==> config.mk <==
export PLATFORM = sky130hd
export DESIGN_NAME = uart_irq_ctrl
export DESIGN_NICKNAME = d
export VERILOG_FILES = /design/src/rtl/uirq_pkg.sv /design/src/rtl/uirq_tx_buf.sv /design/src/rtl/uirq_rx_buf.sv /design/src/rtl/uirq_flag_reg.sv /design/src/rtl/uart_irq_ctrl.sv
export SDC_FILE = /design/constraint.sdc
export NUM_CORES = 1
export LEC_CHECK = 0
export ABC_AREA = 0
export BUFFER_PORTS_ARGS = -buffer_cell sky130_fd_sc_hd__buf_2
export CAP_MARGIN = 20
export CORE_ASPECT_RATIO = 1.5
export CORE_UTILIZATION = 51
export CTS_CLUSTER_SIZE = 14
export DETAILED_ROUTE_END_ITERATION = 8
export GPL_TIMING_DRIVEN = 0
export PLACE_DENSITY = 0.8
export SETUP_SLACK_MARGIN = 0.4
export SLEW_MARGIN = 20
export SYNTH_ARGS = -nofsm -noshare
export SYNTH_HDL_FRONTEND = slang
export SYNTH_SLANG_ARGS = --single-unit
==> constraint.sdc <==
create_clock -name clk -period 2.3 [get_ports clk]
set_clock_uncertainty 0.15 [all_clocks]
set_input_delay 0 -clock clk [delete_from_list [all_inputs] [get_ports clk]]
set_output_delay 0 -clock clk [all_outputs]
set_load 0.05 [all_outputs]
==> src/rtl/uirq_pkg.sv <==
package uirq_pkg;

    localparam int NFLAG    = 11;

    localparam int F_TXC     = 0;
    localparam int F_TXBL    = 1;
    localparam int F_RXDATAV = 2;
    localparam int F_RXOF    = 3;
    localparam int F_RXUF    = 4;
    localparam int F_TXOF    = 5;
    localparam int F_PERR    = 6;
    localparam int F_FERR    = 7;
    localparam int F_MPAF    = 8;
    localparam int F_STARTF  = 9;
    localparam int F_SIGF    = 10;

    localparam int A_RXDATA  = 'h18;
    localparam int A_TXDATA  = 'h1C;
    localparam int A_FLAGS   = 'h2C;
    localparam int A_SET     = 'h30;
    localparam int A_CLR     = 'h34;
    localparam int A_EN      = 'h38;

    typedef enum logic [1:0] {
        TX_IDLE,
        TX_PENDING,
        TX_SHIFT,
        TX_SHIFT_FULL
    } tx_state_e;

    typedef enum logic [1:0] {
        RX_EMPTY,
        RX_SHIFT,
        RX_BUF,
        RX_BOTH
    } rx_state_e;

endpackage

==> src/rtl/uirq_tx_buf.sv <==
module uirq_tx_buf
    import uirq_pkg::*;
#(
    parameter int DW = 8
) (
    input  logic          clk,
    input  logic          rst_n,
    input  logic          wr_en,
    input  logic [DW-1:0] wr_data,
    input  logic          tx_done,
    output logic [DW-1:0] shift_data,
    output logic          shift_busy,
    output logic          txof_set,
    output logic          txbl_set,
    output logic          txc_set
);

    tx_state_e     state_q, state_d;
    logic [DW-1:0] buf_q, shift_q;
    logic          load_buf, move;

    always_ff @(posedge clk or negedge rst_n) begin
        if (!rst_n) begin
            state_q <= TX_IDLE;
        end else begin
            state_q <= state_d;
        end
    end

    always_ff @(posedge clk or negedge rst_n) begin
        if (!rst_n) begin
            buf_q   <= '0;
            shift_q <= '0;
        end else begin
            if (load_buf) buf_q   <= wr_data;
            if (move)     shift_q <= buf_q;
        end
    end

    always_comb begin
        state_d  = state_q;
        load_buf = 1'b0;
        move     = 1'b0;
        txof_set = 1'b0;
        txbl_set = 1'b0;
        txc_set  = 1'b0;
        unique case (state_q)
            TX_IDLE: begin
                if (wr_en) begin
                    load_buf = 1'b1;
                    state_d  = TX_PENDING;
                end
            end
            TX_PENDING: begin
                move     = 1'b1;
                txbl_set = 1'b1;
                txof_set = wr_en;
                state_d  = TX_SHIFT;
            end
            TX_SHIFT: begin
                if (wr_en && tx_done) begin
                    load_buf = 1'b1;
                    state_d  = TX_PENDING;
                end else if (wr_en) begin
                    load_buf = 1'b1;
                    state_d  = TX_SHIFT_FULL;
                end else if (tx_done) begin
                    txc_set  = 1'b1;
                    state_d  = TX_IDLE;
                end
            end
            TX_SHIFT_FULL: begin
                txof_set = wr_en;
                if (tx_done) begin
                    move     = 1'b1;
                    txbl_set = 1'b1;
                    state_d  = TX_SHIFT;
                end
            end
        endcase
    end

    always_comb begin
        shift_data = shift_q;
        shift_busy = (state_q == TX_SHIFT) || (state_q == TX_SHIFT_FULL);
    end

    p_txof_keeps_data_r3: assert property (@(posedge clk) disable iff (!rst_n)
        (state_q == TX_SHIFT_FULL && wr_en && !tx_done) |=> (buf_q == $past(buf_q)));

    p_txc_when_empty_r6: assert property (@(posedge clk) disable iff (!rst_n)
        txc_set |=> (state_q == TX_IDLE && !shift_busy));

    p_txbl_moves_byte_r7: assert property (@(posedge clk) disable iff (!rst_n)
        txbl_set |=> (shift_busy && shift_data == $past(buf_q)));

endmodule

==> src/rtl/uirq_rx_buf.sv <==
module uirq_rx_buf
    import uirq_pkg::*;
#(
    parameter int DW = 8
) (
    input  logic          clk,
    input  logic          rst_n,
    input  logic          frame_valid,
    input  logic [DW-1:0] frame_data,
    input  logic          rd_en,
    output logic [DW-1:0] rd_data,
    output logic          rxof_set,
    output logic          rxuf_set,
    output logic          rxdv_set,
    output logic          rxdv_clr
);

    rx_state_e     state_q, state_d;
    logic [DW-1:0] buf_q, shift_q;
    logic          load_shift, move;

    always_ff @(posedge clk or negedge rst_n) begin
        if (!rst_n) begin
            state_q <= RX_EMPTY;
        end else begin
            state_q <= state_d;
        end
    end

    always_ff @(posedge clk or negedge rst_n) begin
        if (!rst_n) begin
            buf_q   <= '0;
            shift_q <= '0;
        end else begin
            if (move)       buf_q   <= shift_q;
            if (load_shift) shift_q <= frame_data;
        end
    end

    always_comb begin
        state_d    = state_q;
        load_shift = frame_valid;
        move       = 1'b0;
        rxof_set   = 1'b0;
        rxuf_set   = 1'b0;
        rxdv_set   = 1'b0;
        rxdv_clr   = 1'b0;
        unique case (state_q)
            RX_EMPTY: begin
                rxuf_set = rd_en;
                if (frame_valid) state_d = RX_SHIFT;
            end
            RX_SHIFT: begin
                move     = 1'b1;
                rxdv_set = 1'b1;
                rxuf_set = rd_en;
                state_d  = frame_valid ? RX_BOTH : RX_BUF;
            end
            RX_BUF: begin
                rxdv_clr = rd_en;
                if (rd_en && frame_valid) state_d = RX_SHIFT;
                else if (rd_en)           state_d = RX_EMPTY;
                else if (frame_valid)     state_d = RX_BOTH;
            end
            RX_BOTH: begin
                rxof_set = frame_valid;
                rxdv_clr = rd_en;
                if (rd_en) state_d = RX_SHIFT;
            end
        endcase
    end

    always_comb begin
        rd_data = ((state_q == RX_BUF) || (state_q == RX_BOTH)) ? buf_q : '0;
    end

    p_rxof_replaces_r5: assert property (@(posedge clk) disable iff (!rst_n)
        (state_q == RX_BOTH && frame_valid) |=> (shift_q == $past(frame_data)));

    p_rxdv_read_empties_r11: assert property (@(posedge clk) disable iff (!rst_n)
        (state_q == RX_BUF && rd_en && !frame_valid) |=> (state_q == RX_EMPTY));

    p_rxuf_no_data_r4: assert property (@(posedge clk) disable iff (!rst_n)
        rxuf_set |-> (rd_data == '0));

endmodule

==> src/rtl/uirq_flag_reg.sv <==
module uirq_flag_reg
    import uirq_pkg::*;
#(
    parameter int NF = NFLAG
) (
    input  logic          clk,
    input  logic          rst_n,
    input  logic [NF-1:0] hw_set,
    input  logic [NF-1:0] hw_clr,
    input  logic          sw_set_we,
    input  logic          sw_clr_we,
    input  logic          en_we,
    input  logic [NF-1:0] wdata,
    output logic [NF-1:0] flags,
    output logic [NF-1:0] enables,
    output logic          irq
);

    localparam logic [NF-1:0] FLAG_RST = NF'(1) << F_TXBL;

    logic [NF-1:0] flags_q, flags_d, en_q, sw_set, sw_clr;

    always_comb begin
        sw_set  = sw_set_we ? wdata : '0;
        sw_clr  = sw_clr_we ? wdata : '0;
        flags_d = (flags_q & ~sw_clr & ~hw_clr) | sw_set | hw_set;
    end

    always_ff @(posedge clk or negedge rst_n) begin
        if (!rst_n) begin
            flags_q <= FLAG_RST;
            en_q    <= '0;
        end else begin
            flags_q <= flags_d;
            if (en_we) en_q <= wdata;
        end
    end

    always_comb begin
        flags   = flags_q;
        enables = en_q;
        irq     = |(flags_q & en_q);
    end

    for (genvar i = 0; i < NF; i++) begin : g_chk
        p_hw_set_wins_r9: assert property (@(posedge clk) disable iff (!rst_n)
            hw_set[i] |=> flags_q[i]);
        p_w1s_r9: assert property (@(posedge clk) disable iff (!rst_n)
            (sw_set_we && wdata[i]) |=> flags_q[i]);
    end

endmodule

==> src/rtl/uart_irq_ctrl.sv <==
module uart_irq_ctrl
    import uirq_pkg::*;
#(
    parameter int DW     = 8,
    parameter int ADDR_W = 8
) (
    input  logic              clk,
    input  logic              rst_n,
    input  logic              bus_wr,
    input  logic              bus_rd,
    input  logic [ADDR_W-1:0] bus_addr,
    input  logic [31:0]       bus_wdata,
    output logic [31:0]       bus_rdata,
    input  logic              rx_block,
    input  logic              tx_done,
    output logic [DW-1:0]     tx_shift_data,
    output logic              tx_shift_busy,
    input  logic              rx_frame_valid,
    input  logic [DW-1:0]     rx_frame_data,
    input  logic              rx_perr,
    input  logic              rx_ferr,
    input  logic              rx_mpa_evt,
    input  logic              rx_start_evt,
    input  logic              rx_sig_evt,
    output logic              irq
);

    localparam int NF = NFLAG;

    logic          tx_wr, rx_rd, set_we, clr_we, en_we;
    logic          txof_set, txbl_set, txc_set;
    logic          rxof_set, rxuf_set, rxdv_set, rxdv_clr;
    logic [DW-1:0] rx_rd_data;
    logic [NF-1:0] hw_set, hw_clr, flags, enables;
    logic          unused_wdata;

    assign unused_wdata = ^bus_wdata[31:NF];

    always_comb begin
        tx_wr  = bus_wr && (bus_addr == ADDR_W'(A_TXDATA));
        set_we = bus_wr && (bus_addr == ADDR_W'(A_SET));
        clr_we = bus_wr && (bus_addr == ADDR_W'(A_CLR));
        en_we  = bus_wr && (bus_addr == ADDR_W'(A_EN));
        rx_rd  = bus_rd && (bus_addr == ADDR_W'(A_RXDATA));
    end

    uirq_tx_buf #(.DW(DW)) u_tx (
        .clk        (clk),
        .rst_n      (rst_n),
        .wr_en      (tx_wr),
        .wr_data    (bus_wdata[DW-1:0]),
        .tx_done    (tx_done),
        .shift_data (tx_shift_data),
        .shift_busy (tx_shift_busy),
        .txof_set   (txof_set),
        .txbl_set   (txbl_set),
        .txc_set    (txc_set)
    );

    uirq_rx_buf #(.DW(DW)) u_rx (
        .clk         (clk),
        .rst_n       (rst_n),
        .frame_valid (rx_frame_valid),
        .frame_data  (rx_frame_data),
        .rd_en       (rx_rd),
        .rd_data     (rx_rd_data),
        .rxof_set    (rxof_set),
        .rxuf_set    (rxuf_set),
        .rxdv_set    (rxdv_set),
        .rxdv_clr    (rxdv_clr)
    );

    always_comb begin
        hw_set            = '0;
        hw_clr            = '0;
        hw_set[F_TXC]     = txc_set;
        hw_set[F_TXBL]    = txbl_set;
        hw_set[F_RXDATAV] = rxdv_set;
        hw_set[F_RXOF]    = rxof_set;
        hw_set[F_RXUF]    = rxuf_set;
        hw_set[F_TXOF]    = txof_set;
        hw_set[F_PERR]    = rx_frame_valid && rx_perr && !rx_block;
        hw_set[F_FERR]    = rx_frame_valid && rx_ferr && !rx_block;
        hw_set[F_MPAF]    = rx_mpa_evt;
        hw_set[F_STARTF]  = rx_start_evt;
        hw_set[F_SIGF]    = rx_sig_evt;
        hw_clr[F_RXDATAV] = rxdv_clr;
    end

    uirq_flag_reg #(.NF(NF)) u_flags (
        .clk       (clk),
        .rst_n     (rst_n),
        .hw_set    (hw_set),
        .hw_clr    (hw_clr),
        .sw_set_we (set_we),
        .sw_clr_we (clr_we),
        .en_we     (en_we),
        .wdata     (bus_wdata[NF-1:0]),
        .flags     (flags),
        .enables   (enables),
        .irq       (irq)
    );

    always_ff @(posedge clk or negedge rst_n) begin
        if (!rst_n) begin
            bus_rdata <= '0;
        end else if (bus_rd) begin
            if (bus_addr == ADDR_W'(A_RXDATA))     bus_rdata <= 32'(rx_rd_data);
            else if (bus_addr == ADDR_W'(A_FLAGS)) bus_rdata <= 32'(flags);
            else if (bus_addr == ADDR_W'(A_EN))    bus_rdata <= 32'(enables);
            else                                   bus_rdata <= '0;
        end
    end

    p_reserved_zero_r1: assert property (@(posedge clk) disable iff (!rst_n)
        (bus_rd && bus_addr == ADDR_W'(A_FLAGS)) |=> (bus_rdata[31:NF] == '0));

    p_perr_blocked_r8: assert property (@(posedge clk) disable iff (!rst_n)
        (rx_block && !(set_we && bus_wdata[F_PERR]) && !flags[F_PERR]) |=> !flags[F_PERR]);

endmodule

==> reports/results.tsv <==
metric	value	unit
status	finished, violations left	
failed_checks	negative hold slack	
num_io_pins	102	
ys.flop_type	dfrtp_1	
grt_max_degree	36	
finalSetupTns	0	ps
avgSynthCellArea	12.0	sq um
worst_pin_slew	637	ps
seq_area_frac_synth	53.1	%
num-fill-cells	450	
path_max_fanout	4	
ir_drop	565	uV
grt-busiest-layer	met2	
grt_pass1_wl	11.9	mm
period_share	80.3	%
cp.arrival	1920	ps
dieWidth	67.2	um
diodes	0	
seq_area	1730	sq um
hold_viol	9	
synth_cell_type_count	39	
holdWs	-11.1	ps
ys_seq_elements	69	
p_int	0.00224	W
finalNetCount	462	
route.detailed.drc	0	
ant_nets	0	
cts_tree	done	
cp-start-kind	input pin	
initial_core_util	53.0	%
post-route-min-period	1850	ps
min_path_type	in2async	
p_leak	2.10	nW
final_common_cell	dfrtp_1	
dpl-instance-area	3740	sq um
avgRoutedWirePerCell	15.2	um
switching_share	30.8	%
h-tree-depth	3	
die_area	6710	sq um
area_growth	32.9	%
utilization	70.5	%
routed_wirelength	7.23	mm
gr-usage-met3	4.09	%
dr.pass1.iters	4	
track_usage	24.0	%
seqPwrFrac	45.8	%
insertion_delay	350	ps
fmax	541	MHz
cts_max_path_buffers	2	
netlist_instances	271	
path_clk_slew	80	ps
antenna_found_initial	0	
layout.cells.most_common_list	68 x dfrtp_1, 61 x buf_2, 35 x dlygate4sd3_1	
gp_congestion	0.835	
max_cap_viol_count	0	
setup_viol	0	
grt_pass1_vias	2560	
drt-initial-drc-count	111	
drive_above_1_share	33.7	%
criticalPathCategory	in2reg	
core_area	6130	sq um
p_comb_share	24.6	%
switchingPower	0.000995	W
rows	35	
grt.overflow.total	0	
viasPerCell	5.19	
async_flop_share	100	%
power.density	748	nW/um^2
ctsRootBufferMaster	clkbuf_8	
use_met1	27.5	%
synth_edf_count	0	
slew_headroom	57.5	%
use_met2	41.2	%
portBuffers	59	
design_area	4320	sq um
yosys_warnings	0	
cp.required	2380	ps
dp_hpwl	4.94	mm
cts_inserted_buffers	9	
maxSlewViolCount	0	
cts.sinks	69	
route.vias.total	2475	
netlist_area	3250	sq um
multiInputGateArea	1390	sq um
rsz0062_at_grt	yes	
end_kind	register	
clkPwrFrac	29.6	%
die_y	99.8	um
[final timing paths]
check | start | end | slack, ps | cells past startpoint
worst max-delay path | bus_addr[5] | u_flags.flags[2] | 450 | 6
worst min-delay path | rst_n | u_rx.shift_q[7] | -10 | 2
worst max register to register | u_rx.state_q[0] | u_flags.flags[2] | 500 | 6
worst min register to register | u_tx.buf_q[4] | u_tx.buf_q[4] | 350 | 1
max in group asynchronous | rst_n | u_flags.flags[1] | 1420 | 3
min in group clk | rx_frame_valid | u_rx.state_q[1] | 30 | 4
[timing repair]
action | in CTS | in global routing
gates resized for setup | 0 | 7
buffers inserted | 1 | 0
hold buffers | 35 | 0
endpoints found under the setup margin | 1 | 37
hold endpoints to repair | 110 | 0
pin swaps | 1 | 2
[stage by stage]
step	instances	power [W]	setup slack [ps]
6_report	477	0.00323	453
5_1_grt	477	0.00337	392
4_1_cts	477	0.00324	412
3_5_place_dp	425	0.00225	339
3_3_place_gp	424	0.00221	383
2_1_floorplan	291	0.00204	614
[area by class of cell]
cell class,instances,area share (%)
inverters,7,0.608
clock buffers,10,2.95
multi-input cells,182,32.1
flip-flops and latches,69,40.0
clock inverters,6,1.48
repair buffers,96,15.9
plain buffers,33,4.81
well taps,74,2.14
[power by group through the flow]
stage	Sequential (W)	Clock (W)	Combinational, W
3_5_place_dp	0.00150	0	0.000748
6_report	0.00148	0.000957	0.000795
2_1_floorplan	0.00152	0	0.000519
5_1_grt	0.00150	0.00100	0.000872
3_3_place_gp	0.00149	0	0.000722
4_1_cts	0.00148	0.000968	0.000794
[Yosys cell counts, types with 2 or more instances]
master	n	area [sq um]
buf_2	3	15.0
and3_1	2	12.5
buf_4	21	158
a22oi_1	15	113
o21ai_0	6	30.0
a221o_1	5	50.1
nor4b_2	2	30.0
nand3_1	13	65.1
o21ai_1	5	25.0
mux2i_1	2	20.0
nor2b_1	12	75.1
nor4bb_1	2	20.0
o22ai_1	5	31.3
nor2_1	11	41.3
a211o_1	3	26.3
clkbuf_1	8	30.0
mux2_2	25	282
dfrtp_1	68	1700
nand2b_1	3	18.8
mux2_1	19	214
inv_1	7	26.3
a21oi_1	8	40.0
nand2_1	6	22.5
or4b_4	2	27.5
ha_1	4	50.1
[worst max-delay path, stage by stage]
cell and delay (ps):
dlygate4sd3_1 550, buf_2 160, or4b_4 560, nor3_4 310, nor2_2 50, a221o_1 290
[registers in the layout, summed over array words and instances (netlist names)]
name and count:
u_rx.buf_q 8, u_flags.enables 11, bus_rdata 11, u_rx.shift_q 8, u_tx.state_q 2, u_tx.shift_data 8, u_tx.buf_q 8, u_rx.state_q 2
u_flags.flags 11
[cell families (layout without fill, tap and decap cells)]
family	count (synthesis)	count (layout)	synth area share, %
flip-flops	69	69	53.1
AO/OA/AOI/OAI	53	53	11.2
other	1	21	0.115
multiplexers	46	46	15.9
AND/OR/NAND/NOR	58	58	11.0
adder cells (fa/ha/maj)	4	4	1.54
buffers and inverters	40	152	7.16
[metal layers]
layer	wire [um]	vias up
met5	0	-
met3	338	17
li1	-	1196
met4	152	0
met1	2860	1189
met2	3890	73
(Power assumes the default switching activity.)
